--- src/rtl/tagchk_verify.sv ---
// Combinational frame checks and data extraction.
module tagchk_verify #(
  parameter int unsigned HDR_LEN   = 9,
  parameter int unsigned ROWS      = 10,
  parameter int unsigned COLS      = 4,
  localparam int unsigned ROW_LEN   = COLS + 1,
  localparam int unsigned FRAME_LEN = HDR_LEN + ROWS*ROW_LEN + COLS + 1,
  localparam int unsigned ID_W      = ROWS*COLS,
  localparam int unsigned CPAR_POS  = HDR_LEN + ROWS*ROW_LEN
) (
  input  logic [FRAME_LEN-1:0] frame_i,
  output logic [ID_W-1:0]      id_o,
  output logic                 ok_o
);
  logic [ROWS-1:0]           row_bad;
  logic [COLS-1:0]           col_bad;
  logic [COLS-1:0][ROWS:0]   col_vec;
  logic                      hdr_ok;
  logic                      stop_ok;

  // frame bit index i lives at frame_i[FRAME_LEN-1-i]
  for (genvar r = 0; r < ROWS; r++) begin : g_row
    localparam int unsigned TOP = FRAME_LEN-1-(HDR_LEN + r*ROW_LEN);
    assign row_bad[r] = ^frame_i[TOP -: ROW_LEN];
    for (genvar c = 0; c < COLS; c++) begin : g_bit
      assign id_o[ID_W-1-(r*COLS+c)] = frame_i[TOP-c];
      assign col_vec[c][r]           = frame_i[TOP-c];
    end
  end

  for (genvar c = 0; c < COLS; c++) begin : g_col
    assign col_vec[c][ROWS] = frame_i[FRAME_LEN-1-(CPAR_POS+c)];
    assign col_bad[c]       = ^col_vec[c];
  end

  assign hdr_ok  = &frame_i[FRAME_LEN-1 -: HDR_LEN];
  assign stop_ok = ~frame_i[0];
  assign ok_o    = hdr_ok & stop_ok & ~|row_bad & ~|col_bad;
endmodule

--- config.mk ---
export PLATFORM = sky130hd
export DESIGN_NAME = tagchk_verify
export DESIGN_NICKNAME = d
export VERILOG_FILES = /design/src/rtl/tagchk_verify.sv
export SDC_FILE = /design/constraint.sdc
export NUM_CORES = 1
export LEC_CHECK = 0
export BUFFER_PORTS_ARGS = -buffer_cell sky130_fd_sc_hd__buf_4
export CAP_MARGIN = 20
export CORE_ASPECT_RATIO = 1.5
export CORE_MARGIN = 2
export CORE_UTILIZATION = 42
export DETAILED_ROUTE_END_ITERATION = 12
export PLACE_DENSITY = 0.91
export SLEW_MARGIN = 20
export SYNTH_ARGS = -nofsm -noshare
export SYNTH_HDL_FRONTEND = slang
export SYNTH_SLANG_ARGS = --single-unit
--- constraint.sdc ---
create_clock -name vclk -period 2.5
set_input_delay 0.5 -clock vclk [all_inputs]
set_output_delay 0.5 -clock vclk [all_outputs]
set_load 0.02 [all_outputs]
==> results_dict.tcl, run 1 <==
set metrics [dict create \
    placed_cells 214 \
    critical_path.top_delay_family "XOR/XNOR gates" \
    grt_usage_pct 18.5 \
    dr.pass1.iters 2 \
    die_h_um 66.4 \
    ir_drop_uv 160 \
    syn_to_final_growth_pct 47.6 \
    routed_via_density 4.46 \
    layout_commonest_cell "buf_4" \
    cp.required_ns 2.00 \
    synth_seq_area_share_pct 0 \
    initial_core_util_pct 44.4 \
    ys_warn_count 0 \
    syn_inst 125 \
    regArea_um2 0 \
    seq_cell_count 0 \
    finalWirelength_um 2890 \
    num_rows 22 \
    cp_num_buf_inv 2 \
    finalSetupViolations 0 \
    slew_headroom_pct 81.7 \
    cpPeakStageDelay_ns 0.37 \
    antenna_cells 0 \
    synth.distinct_cells 11 \
    final.min_clock_period_ns 2.30 \
    hold_class "primary input to output port" \
    finalMaxSlewViolations 0 \
    routabilityCongestion 0.712 \
    synth_area_um2 1090 \
    grt_max_degree 4 \
    drtIter0Drc 1 \
    synth_top_area_cell "xnor2_1" \
    p_leak_uw 0.000768 \
    final_util_pct 65.6 \
    coreArea_um2 2450 \
    rsz0062_at_grt "false" \
    cts_resized 0 \
    final_cell_mix "buf_4, xnor2_1, xor2_1" \
    startpoint_type "primary input" \
    power_density_nw_per_um2 288 \
    arrival_ns 1.80 \
    final_nets 256 \
    overflow 0 \
    die_area_um2 3020 \
    timing.hold.ws_ns 1.23 \
    fmax_mhz 434 \
    cts_hold_buf 0 \
    avgSynthCellArea_um2 8.71 \
    cp_common_cell "buf_4" \
    fillers 205 \
    drv_cap 0 \
    drive_above_1_share_pct 56.3 \
    stdcell_count 214 \
    crit_path_end_kind "output port" \
    die_x_um 45.6 \
    grt_pass1_vias 1012 \
    n_clock_buffer 0 \
    ant_nets 0 \
    run_status "finished, final reports clean" \
    port_buffers 105 \
    cp_slowest_cell "xnor3_1" \
    critical_path.cell_chain "buf_4 -> xor2_1 -> xnor2_1 -> xnor3_1 -> nand4_1 -> nor4_2 -> buf_4" \
    synth.top_cell.area_share_pct 42.6 \
    antenna_found_initial 0 \
    cp_max_fo 3 \
    vias 954 \
    io_pins 105 \
    period_share_pct 92.2 \
    wl_per_cell_um 13.5 \
    synth_nets 189 \
    grt_pass1_wl_um 4300 \
    finalHoldViolCount 0 \
    crit_type "primary input to output port" \
    final.setup.tns_ns 0 \
    drc 0 \
    synth.area.top_cells "xnor2_1, buf_4, xor2_1" \
    tightest_slew_ns 0.273 \
    postCtsSetupRepairBufs 0 \
]
## stage by stage
stage	power (uW)	setup slack (ns)	area (um^2)
final	462	0.196	1610
after global routing	492	0.0848	1610
after CTS	468	0.174	1610
after detailed placement	467	0.175	1610
after global placement	458	0.229	1610
after floorplan	322	0.308	1090
## synthesized netlist by cell type
cell / number
nand4_1: 4
nor4_2: 1
xnor2_2: 1
nand3_1: 1
xor2_1: 18
nand4b_1: 1
nor3_1: 1
nand2_1: 1
buf_4: 40
xnor3_1: 4
xnor2_1: 53
## metal layers
metal,vias to the layer above,share of wire [%],track usage [%]
met2,31,66,39.3
met5,-,0,0
met4,0,0,0.735
met3,0,4.0,1.09
met1,439,30,19.0
li1,484,-,-
## cell type report
type                       count  area [um^2]  area share, %
tap                           24         30.0           1.87
timing repair buffer         105          788           49.1
multi-input combinational     85          788           49.1
## report_power, final
group          internal (uW)  switching, uW
registers                  0              0
logic                    268            194
clock network              0              0
total                    268            194
## cells by family (layout without fill, tap and decap cells)
group | after synthesis | after routing | synth area share, %
and+or+nand+nor | 9 | 9 | 5.52
buffers and inverters | 40 | 105 | 27.6
xor gates and xnor gates | 76 | 76 | 66.9
## path summary, 6_finish.rpt
| path | start | end | cells after the start |
|---|---|---|---|
| worst max-delay path | frame_i[44] | ok_o | 7 |
| worst min-delay path | frame_i[8] | id_o[2] | 2 |
No activity file was read; power rests on OpenSTA's default activity.
==> run 2, diff against run 1 <==
Settings changed: CORE_UTILIZATION 42 to 39, PLACE_DENSITY 0.91 to 0.85.
Clock period 2.5 ns to 2.4 ns, I/O delays scaled along.
==> run 2 against run 1 <==
Compared with the run above: total power up 2.1%; critical path depth unchanged; wire length down 13%; flip-flop and latch count unchanged; global-route usage down 4.7 points; via count down 1.7%; non-clock buffer count unchanged; hold slack worse by 0.043 ns; core utilization down 4.9 points; largest cell class unchanged.
==> results_dict.tcl, run 2 (synthesis gave the netlist of run 1 again) <==
set metrics [dict create \
    arrival_ns 1.75 \
    final_cell_mix "buf_4, xnor2_1, xor2_1" \
    coreArea_um2 2680 \
    drv_cap 0 \
    n_clock_buffer 0 \
    startpoint_type "primary input" \
    rsz0062_at_grt "false" \
    final.setup.tns_ns 0 \
    drt-met1-wl_um 847 \
    critical_path.top_delay_family "XOR/XNOR gates" \
    critical_path.cell_chain "buf_4 -> xor2_1 -> xnor2_1 -> xnor3_1 -> nand4_1 -> nor4_2 -> buf_4" \
    final_nets 256 \
    routabilityCongestion 0.774 \
    finalSetupViolations 0 \
    grt_pass1_wl_um 3420 \
    cp.required_ns 1.92 \
    grt_pass1_vias 842 \
    stdcell_count 227 \
    run_status "finished, final reports clean" \
    crit_type "primary input to output port" \
    fmax_mhz 448 \
    antenna_found_initial 0 \
    syn_to_final_growth_pct 49.1 \
    routed-wl-met2_um 1540 \
    die_x_um 47.1 \
    power_density_nw_per_um2 291 \
    finalHoldViolCount 0 \
    period_share_pct 93.1 \
    ant_nets 0 \
    cp_max_fo 3 \
    cp_slowest_cell "xnor3_1" \
    die_h_um 68.7 \
    port_buffers 105 \
    dp_hpwl_um 2390 \
    routed_via_density 4.13 \
    num_rows 23 \
    cts_resized 0 \
    p_leak_uw 0.000768 \
    finalWirelength_um 2520 \
    regArea_um2 0 \
    finalPower_uw 472 \
    ir_drop_uv 170 \
    die_area_um2 3240 \
    tightest_slew_ns 0.267 \
    min_to "id_o[28]" \
    final.min_clock_period_ns 2.23 \
    postCtsSetupRepairBufs 0 \
    grt_max_degree 4 \
    cts_hold_buf 0 \
    hold_path_depth 2 \
    hold_class "primary input to output port" \
    dr.pass1.iters 2 \
    initial_core_util_pct 40.7 \
    layout_commonest_cell "buf_4" \
    overflow 0 \
    drive_above_1_share_pct 56.3 \
    vias 938 \
    seq_cell_count 0 \
    drc 0 \
    fillers 268 \
    wl_met3_um 132 \
    wl_per_cell_um 11.1 \
    cp_num_buf_inv 2 \
    drtIter0Drc 1 \
    finalMaxSlewViolations 0 \
    placed_cells 227 \
    highest_layer "met3" \
    grt_usage_pct 13.8 \
    antenna_cells 0 \
    cpPeakStageDelay_ns 0.36 \
    slew_headroom_pct 82.0 \
    worstHoldStart "frame_i[41]" \
    cp_common_cell "buf_4" \
    io_pins 105 \
    crit_path_end_kind "output port" \
]
## run 2: cell counts in the layout (fill, tap and decap cells not counted)
Identical to the previous run, type by type.
## run 2: layout make-up
| type | instances | area, um^2 | area share [%] |
|---|---|---|---|
| timing repair buffer | 105 | 788 | 48.6 |
| tap | 37 | 46.3 | 2.85 |
| multi-input combinational | 85 | 788 | 48.6 |
## run 2: layer usage
metal	vias to the layer above	GRT usage, %
met5	-	0
met4	0	0.694
met3	0	0.521
met2	39	27.1
met1	415	16.7
li1	484	-
## run 2: stage by stage
step	utilization, %	setup slack (ns)	hold slack, ns	instance area, um^2
after global placement	60.6	0.175	1.19	1620
after detailed placement	60.6	0.138	1.19	1620
after global routing	60.6	0.0825	1.20	1620
after CTS	60.6	0.138	1.19	1620
after floorplan	-	0.248	1.07	1090
final	60.6	0.165	1.19	1620
## run 2: worst max path at each step
stage	start	end	slack [ns]	cells after the start
after floorplan	frame_i[44]	ok_o	0.25	5
after global placement	frame_i[44]	ok_o	0.18	7
after detailed placement	frame_i[44]	ok_o	0.14	7
after CTS	frame_i[44]	ok_o	0.14	7
after global routing	frame_i[44]	ok_o	0.08	7
final	frame_i[44]	ok_o	0.17	7
## run 2: where the power goes
group          internal, uW  switching [uW]
registers                 0               0
clock network             0               0
logic                   279             194
total                   279             194
